[src/rtl/ppw_pkg.sv]
// Package ppw_pkg
// Shared types and helpers for the period and pulse-width capture unit.
// Assumes exactly two capture channels; the channel index is one bit.
package ppw_pkg;

    // Which measured quantity lands in channel 0
    typedef enum logic {
        ROUTE_PERIOD_FIRST = 1'b0,
        ROUTE_WIDTH_FIRST  = 1'b1
    } route_mode_e;

    // Events produced by the counter in one cycle
    typedef struct packed {
        logic period_hit;
        logic width_hit;
    } meas_evt_t;

    localparam int unsigned NUM_CHAN = 2;

    // Selects the event that feeds channel ch under the given routing mode
    function automatic logic route_event(input route_mode_e mode,
                                         input int unsigned ch,
                                         input meas_evt_t   evt);
        logic take_period;
        take_period = (mode == ROUTE_PERIOD_FIRST) ? (ch == 0) : (ch != 0);
        return take_period ? evt.period_hit : evt.width_hit;
    endfunction

endpackage

[src/rtl/ppw_edge_detect.sv]
// Module ppw_edge_detect
// Finds rising and falling edges of an already synchronised input by
// comparing the present sample with the one registered on the last clock,
// and maps them to restart and width edges according to the invert select.
// Assumes sig_in meets setup to clk; no synchroniser is included here.
module ppw_edge_detect (
    input  logic clk,
    input  logic rst_n,
    input  logic sig_in,
    input  logic invert_sel,
    output logic restart_edge,
    output logic opposite_edge
);

    logic sig_prev_q;
    logic rise;
    logic fall;

    // Hold the previous sample of the input
    always_ff @(posedge clk) begin
        if (!rst_n) begin
            sig_prev_q <= 1'b0;
        end else begin
            sig_prev_q <= sig_in;
        end
    end

    // Raw edges from present versus previous sample
    always_comb begin
        rise = sig_in & ~sig_prev_q;
        fall = ~sig_in & sig_prev_q;
    end

    // Polarity mapping: restart on rise unless inverted
    always_comb begin
        if (invert_sel) begin
            restart_edge  = fall;
            opposite_edge = rise;
        end else begin
            restart_edge  = rise;
            opposite_edge = fall;
        end
    end

endmodule

[src/rtl/ppw_counter.sv]
// Module ppw_counter
// Saturating cycle counter that restarts on the restart edge. It reports a
// period event at a restart edge and a width event at an opposite edge,
// both only once armed by an earlier restart edge. cnt_now is the value
// before this cycle's update and is the value to capture.
// Assumes run_en low means "idle": counter cleared and disarmed.
module ppw_counter #(
    parameter int unsigned CNT_W = 16
) (
    input  logic             clk,
    input  logic             rst_n,
    input  logic             run_en,
    input  logic             restart_edge,
    input  logic             opposite_edge,
    output logic [CNT_W-1:0] cnt_now,
    output ppw_pkg::meas_evt_t evt
);

    localparam logic [CNT_W-1:0] CNT_MAX = {CNT_W{1'b1}};
    localparam logic [CNT_W-1:0] CNT_ONE = {{(CNT_W-1){1'b0}}, 1'b1};

    logic [CNT_W-1:0] cnt_q;
    logic             armed_q;

    // Arming and counting; restart loads one so a capture equals cycles elapsed
    always_ff @(posedge clk) begin
        if (!rst_n) begin
            cnt_q   <= '0;
            armed_q <= 1'b0;
        end else if (!run_en) begin
            cnt_q   <= '0;
            armed_q <= 1'b0;
        end else if (restart_edge) begin
            cnt_q   <= CNT_ONE;
            armed_q <= 1'b1;
        end else if (armed_q && (cnt_q != CNT_MAX)) begin
            cnt_q   <= cnt_q + CNT_ONE;
        end
    end

    // Events are valid only while running and armed
    always_comb begin
        cnt_now        = cnt_q;
        evt.period_hit = run_en & armed_q & restart_edge;
        evt.width_hit  = run_en & armed_q & opposite_edge;
    end

endmodule

[src/rtl/ppw_capture_chan.sv]
// Module ppw_capture_chan
// One capture channel: stores the sample on a capture event when enabled
// and the flag is clear, sets its flag, and reports an overflow when a
// capture hits a pending flag. A read strobe is applied before the capture
// decision of the same cycle.
// Assumes cap_evt is a single-cycle pulse.
module ppw_capture_chan #(
    parameter int unsigned CNT_W = 16
) (
    input  logic             clk,
    input  logic             rst_n,
    input  logic             cap_evt,
    input  logic             cap_en,
    input  logic             rd_strobe,
    input  logic [CNT_W-1:0] sample,
    output logic [CNT_W-1:0] val,
    output logic             flag,
    output logic             ovf
);

    logic [CNT_W-1:0] val_q;
    logic             flag_q;
    logic             pending;
    logic             take;

    // Decide between store, overflow or nothing
    always_comb begin
        pending = flag_q & ~rd_strobe;
        take    = cap_evt & cap_en & ~pending;
        ovf     = cap_evt & cap_en & pending;
    end

    // Value and flag registers
    always_ff @(posedge clk) begin
        if (!rst_n) begin
            val_q  <= '0;
            flag_q <= 1'b0;
        end else if (take) begin
            val_q  <= sample;
            flag_q <= 1'b1;
        end else begin
            flag_q <= pending;
        end
    end

    // Drive outputs from state
    always_comb begin
        val  = val_q;
        flag = flag_q;
    end

endmodule

[src/rtl/ppw_capture_unit.sv]
// Module ppw_capture_unit
// Top of the period and pulse-width capture unit. Joins edge detection,
// the restarting counter and two capture channels, routes the period and
// width events to channels by the assignment select, and keeps a sticky
// error flag for capture overflow.
// Assumes sig_in is already synchronous to clk.
module ppw_capture_unit #(
    parameter int unsigned CNT_W = 16
) (
    input  logic             clk,
    input  logic             rst_n,
    input  logic             meas_en,
    input  logic             sig_in,
    input  logic             width_first,
    input  logic             invert_sel,
    input  logic [1:0]       cap_en,
    input  logic [1:0]       rd_strobe,
    input  logic             err_clr,
    output logic [CNT_W-1:0] cap0_val,
    output logic [CNT_W-1:0] cap1_val,
    output logic [1:0]       cap_flag,
    output logic             err_flag
);

    import ppw_pkg::*;

    logic               restart_edge;
    logic               opposite_edge;
    logic [CNT_W-1:0]   cnt_now;
    meas_evt_t          evt;
    route_mode_e        route_mode;
    logic [NUM_CHAN-1:0] chan_evt;
    logic [NUM_CHAN-1:0] chan_ovf;
    logic [CNT_W-1:0]   chan_val [NUM_CHAN];
    logic               err_q;

    ppw_edge_detect u_edge (
        .clk          (clk),
        .rst_n        (rst_n),
        .sig_in       (sig_in),
        .invert_sel   (invert_sel),
        .restart_edge (restart_edge),
        .opposite_edge(opposite_edge)
    );

    ppw_counter #(.CNT_W(CNT_W)) u_cnt (
        .clk          (clk),
        .rst_n        (rst_n),
        .run_en       (meas_en),
        .restart_edge (restart_edge),
        .opposite_edge(opposite_edge),
        .cnt_now      (cnt_now),
        .evt          (evt)
    );

    // Routing mode from the plain select port
    always_comb begin
        route_mode = width_first ? ROUTE_WIDTH_FIRST : ROUTE_PERIOD_FIRST;
    end

    for (genvar ch = 0; ch < NUM_CHAN; ch++) begin : g_chan
        // Event for this channel under the current routing
        always_comb begin
            chan_evt[ch] = route_event(route_mode, ch, evt);
        end

        ppw_capture_chan #(.CNT_W(CNT_W)) u_chan (
            .clk      (clk),
            .rst_n    (rst_n),
            .cap_evt  (chan_evt[ch]),
            .cap_en   (cap_en[ch]),
            .rd_strobe(rd_strobe[ch]),
            .sample   (cnt_now),
            .val      (chan_val[ch]),
            .flag     (cap_flag[ch]),
            .ovf      (chan_ovf[ch])
        );
    end

    // Sticky error: overflow sets, clear input resets, set wins
    always_ff @(posedge clk) begin
        if (!rst_n) begin
            err_q <= 1'b0;
        end else if (|chan_ovf) begin
            err_q <= 1'b1;
        end else if (err_clr) begin
            err_q <= 1'b0;
        end
    end

    // Output mapping
    always_comb begin
        cap0_val = chan_val[0];
        cap1_val = chan_val[1];
        err_flag = err_q;
    end

endmodule

[config.mk]
export PLATFORM = sky130hd
export DESIGN_NAME = ppw_capture_unit
export DESIGN_NICKNAME = d
export VERILOG_FILES = /design/src/rtl/ppw_pkg.sv /design/src/rtl/ppw_edge_detect.sv /design/src/rtl/ppw_counter.sv /design/src/rtl/ppw_capture_chan.sv /design/src/rtl/ppw_capture_unit.sv
export SDC_FILE = /design/constraint.sdc
export NUM_CORES = 1
export LEC_CHECK = 0
export ABC_AREA = 1
export CORE_ASPECT_RATIO = 0.75
export CORE_MARGIN = 1
export CORE_UTILIZATION = 35
export DETAILED_ROUTE_END_ITERATION = 8
export DONT_BUFFER_PORTS = 1
export HOLD_SLACK_MARGIN = 0.12
export PLACE_DENSITY = 0.52
export SLEW_MARGIN = 15
export SYNTH_ARGS = -nofsm -noshare
export SYNTH_HDL_FRONTEND = slang
export SYNTH_HIERARCHICAL = 1
export SYNTH_SLANG_ARGS = --single-unit
[constraint.sdc]
create_clock -name clk -period 2.36 [get_ports clk]
set_clock_uncertainty 0.15 [all_clocks]
set_input_delay 0.236 -clock clk [delete_from_list [all_inputs] [get_ports clk]]
set_output_delay 0.236 -clock clk [all_outputs]
set_load 0.01 [all_outputs]
## Word level (Yosys, flattened, before mapping)

Cells that the tools add are included.

- $add $sub $neg: 1
- Equal/unequal tests: 1
- Mux-type cells: 11
- Bitwise gates (word level): 21
- Reduce and logical (&&, ||, !) cells: 6

Operators by type and width:

| operator | number |
|---|---|
| $add 16x1->16 const B | 1 |
| $ne 16x16->1 const B | 1 |
| $and 1x1->1 | 13 |
| $mux 1 | 11 |
| $not 1->1 | 8 |
| $reduce_bool 2->1 | 2 |
| $reduce_or 3->1 | 1 |
| $reduce_and 2->1 | 1 |
| $reduce_or 2->1 | 1 |
| $logic_and 1x1->1 | 1 |

- Flip-flop bits (word level): 53
- Input port bits: 11
- Output and inout port bits: 35
- Word-level logic and storage cells: 49

## Depth between registers and ports, before layout

- Depth after elaboration: 9
- Depth in mapped cells: 13
- Mapped depth without buffers: 12

## Cells and area by module

The synthesis kept the hierarchy.

Modules (own cells, without submodules):

| module | times used | cells an instance | area each (µm²) | sequential area each (µm²) |
|---|---|---|---|---|
| ppw_capture_chan | 2 | 111 | 794.5 | 340.3 |
| ppw_counter | 1 | 158 | 1,048.5 | 340.3 |
| ppw_edge_detect | 1 | 12 | 66.3 | 20.0 |
| ppw_capture_unit | 1 | 11 | 61.3 | 20.0 |

## Worst setup path after synthesis

Ideal clock, no wire load.

- Kind: register to register
- Start point: register u_edge.sig_prev_q
- End point: register g_chan[0].u_chan.val_q[4]
- Library setup time: 115 ps
- Data arrival time: 1,433 ps
- Required time: 2,095 ps
- Slack: 662 ps
- Cell stages (with the launch flop): 14
- Path buffers: 1
- Period minus slack after synthesis: 1,698 ps
- Path through: dfxtp_1 inv_1 nand3_1 nand2_1 inv_1 nor2_1 inv_1 o21ai_0 nand2_2 inv_2 buf_6 nand3_1 nand2_1 nor2_1

RTL lines:

| item | line | text |
|---|---|---|
| from (decl) | ppw_edge_detect.sv:15 | `logic sig_prev_q;` |
| from (signal assigned) | ppw_edge_detect.sv:24 | `sig_prev_q <= sig_in;` |
| to (signal assigned) | ppw_capture_chan.sv:39 | `val_q <= sample;` |
| to (decl) | ppw_capture_chan.sv:21 | `logic [CNT_W-1:0] val_q;` |

## Worst setup path after layout

- Start point: input port rst_n
- End point: register err_q, in the netlist err_flag

RTL lines:

| item | line | text |
|---|---|---|
| from (decl) | ppw_capture_unit.sv:11 | `input logic rst_n,` |
| to (signal assigned) | ppw_capture_unit.sv:83 | `err_q <= 1'b0;` |
| to (signal assigned) | ppw_capture_unit.sv:85 | `err_q <= 1'b1;` |
| to (signal assigned) | ppw_capture_unit.sv:87 | `err_q <= 1'b0;` |
| to (decl) | ppw_capture_unit.sv:35 | `logic err_q;` |

No word-level cell between the ends.

==> parameters.txt <==
Parameter                              Value

Yosys
  FF+latch count, synth ... 53
  Portion of the post-synthesis area used by sequential elements ... 38.37%
  Post-synthesis instance area ... 2765 µm²
  Avg Cell Area, Syn ... 6.861 µm²
  Synth Instances ... 403
  Number of different library cells in the post-synthesis netlist ... 24
  Warnings, synthesis ... 6
  Synthesized Nets ... 415

GRT
  Wire length of the first global-routing pass ... 10.20 mm
  Total congestion overflow ... 0
  Number of antenna violations at the first check in global routing ... 0
  Maximum number of pins on one net before global-route repair ... 37
  Number of global-route vias before repair ... 2179
  Combined global-route utilization of all metal layers ... 15.28%

Clocking
  Number of buffers added for setup after CTS ... 0
  Max Buffers Root-to-Sink ... 2
  Clock latency of the later-clocked register in the worst-skew pair ... 0.30 ns
  Number of buffers added by the clock tree synthesis step ... 5
  Clock H-tree levels ... 2
  Clock root cell ... clkbuf_8
  Number of clock sinks ... 53
  Clock tree from TritonCTS ... done
  CTS clock-pin slew for the worst setup and hold paths ... 0.09 ns

Route
  Vias per cell ... 4.671
  Number of violations reported at the end of detailed-routing iteration 0 ... 155
  DRC violations left ... 0
  Routed Antenna Nets ... 0
  Per-cell routed wire length ... 11.80 µm
  Final WL ... 5.982 mm
  Total via count in the routed design ... 2368
  1st-pass router iterations ... 4

Place
  Sum of net half-perimeters after detailed placement ... 4.082 mm
  Routability-driven placement congestion ratio ... 0.7829
  Port Buffers ... 0
  Number of placed instances, taps included ... 489

Pwr
  IR Drop Worst-Case VDD ... 0.2268 mV
  Power density over the cells ... 558.7 nW/µm²
  Total power consumption of the routed design ... 1.666 mW
  Static power due to leakage ... 1.153 nW

Job
  Number of max-cap violations ... 0

Cells and area
  Share of final-layout standard cells stronger than drive strength 1 ... 10.10%
  Multi-input logic area ... 1299 µm²
  Most frequent cells in the layout ... nand2_1 (78), inv_1 (61), nor2_1 (61)
  Layout net count ... 418
  Final instance count without filler cells ... 507
  Synth-to-layout area growth ... 7.828%
  Fill count ... 855
  Sequential cell area ... 1061 µm²
  Total inserted antenna cells ... 0
  Fin util ... 39.76%
  Most frequent standard cell in the layout excluding fill and tap cells ... nand2_1

Die
  Initial Util ... 36.87%
  Die extent in x ... 104.6 µm
  Core region area ... 7500 µm²
  Count of pins on the block boundary ... 46
  Die Y-Extent ... 78.98 µm
  Placement row count ... 27
  Area of the die ... 8264 µm²

STA
  Peak clock frequency supported by timing ... 0.4572 GHz
  Final setup vio count ... 0
  Hold Violations, Final ... 0
  RSZ-0062 raised after global routing ... false
  Share of the cycle needed by the critical path after routing ... 92.67%
  Max-Slew Margin vs Limit ... 67.54%
  Setup TNS ... 0 ns
  Final period demand of the worst path ... 2.187 ns
  Pins over their slew limit ... 0
  Slew @ Worst Pin ... 0.4862 ns

Run status
  Result of the run ... finished, final reports clean

Critical path
  Crit Path Category ... primary input to register
  Maximum fanout along the worst path ... 36
  Data arrival time of the critical path ... 2.29 ns
  Critical path launch point type ... primary input
  Kind of end point of the critical path ... register
  Required time at the worst-slack endpoint ... 2.46 ns

Worst hold path
  Classification of the worst-slack hold path ... primary input to register
## report_power, final
part	switching [mW]	total (mW)	internal (mW)
sequential	0.0210	0.934	0.913
clock	0.301	0.610	0.309
combinational	0.0727	0.122	0.0490
total	0.395	1.67	1.27
## kinds of logic after synthesis
family | after synthesis | share of synthesized area (%)
adders and majority gates | 1 | 0.4524
buffers and inverters | 82 | 14.98
xor gates and xnor gates | 6 | 1.900
AOI/OAI and AO/OA | 49 | 9.321
and+or+nand+nor | 212 | 34.98
DFF | 53 | 38.37
## Yosys cell counts
master | count | area [µm²]
nand2_2 | 9 | 56.30
nand3_1 | 46 | 230.2
a21oi_1 | 42 | 210.2
dfxtp_1 | 53 | 1061
buf_2 | 4 | 20.02
nand2_4 | 3 | 33.78
nor2_1 | 62 | 232.7
buf_6 | 12 | 135.1
ha_1 | 1 | 12.51
inv_2 | 4 | 15.01
a21oi_2 | 2 | 17.52
xnor2_1 | 2 | 17.52
o21ai_0 | 3 | 15.01
xor2_1 | 4 | 35.03
nand3_2 | 1 | 10.01
inv_1 | 61 | 229.0
nor3b_1 | 1 | 7.510
nor3_1 | 2 | 10.01
nand2_1 | 79 | 296.5
buf_8 | 1 | 15.01
nor2_2 | 4 | 25.02
nor2_8 | 1 | 20.02
a21boi_0 | 2 | 15.01
nor2_4 | 4 | 45.04
## timing repair
action                                 4_1_cts  5_1_grt
endpoints found under the hold margin       38        0
gates resized for setup                      0        4
setup endpoints to repair                    0        1
hold buffers                                11        0
## per-layer routing
metal	share of wire [%]	vias to the layer above	wire, µm	track usage [%]
li1	-	1246	-	-
met1	50	1087	3008	19.66
met2	45	31	2691	25.89
met3	4.0	4	240	3.612
met4	0.70	0	42	3.803
met5	0	-	0	0
## final timing paths
| path | startpoint | endpoint | cells past startpoint | slack, ns |
|---|---|---|---|---|
| setup / recovery | rst_n | err_flag | 6 | 0.17 |
| hold / removal | sig_in | u_cnt/armed_q | 4 | 0.17 |
| setup reg to reg | u_edge/sig_prev_q | err_flag | 12 | 0.20 |
| hold reg to reg | g_chan[1].u_chan/val[4] | g_chan[1].u_chan/val[4] | 2 | 0.40 |
## layout make-up
type                       instances  area share [%]
multi-input combinational        268           43.56
sequential                        53           35.59
inverter                          65           8.183
timing repair buffer              13           4.952
tap                              101           4.238
clock buffer                       5           2.308
clock inverter                     2           1.175
## critical path, stage by stage
cell	delay [ns]
dlygate4sd3_1	0.58
buf_12	0.21
inv_1	0.05
dlygate4sd3_1	0.55
a21oi_1	0.11
dlygate4sd3_1	0.55
## registers in the layout (all words and copies together), names as in the netlist
register,count
u_cnt/armed_q,1
g_chan.u_chan/val,32
u_edge/sig_prev_q,1
err_flag,1
u_cnt/cnt_now,16
g_chan.u_chan/flag,2
## per-stage QoR
stage	setup slack, ns	instance area [µm²]	hold slack, ns
2_1_floorplan	0.6615	2765	0.1795
3_3_place_gp	0.3422	2749	0.1826
3_5_place_dp	0.3172	2749	0.1851
4_1_cts	0.06291	2973	0.2147
5_1_grt	0.006510	2982	0.1921
6_report	0.1729	2982	0.1713
Note: power is estimated with default switching activity, not from simulation.
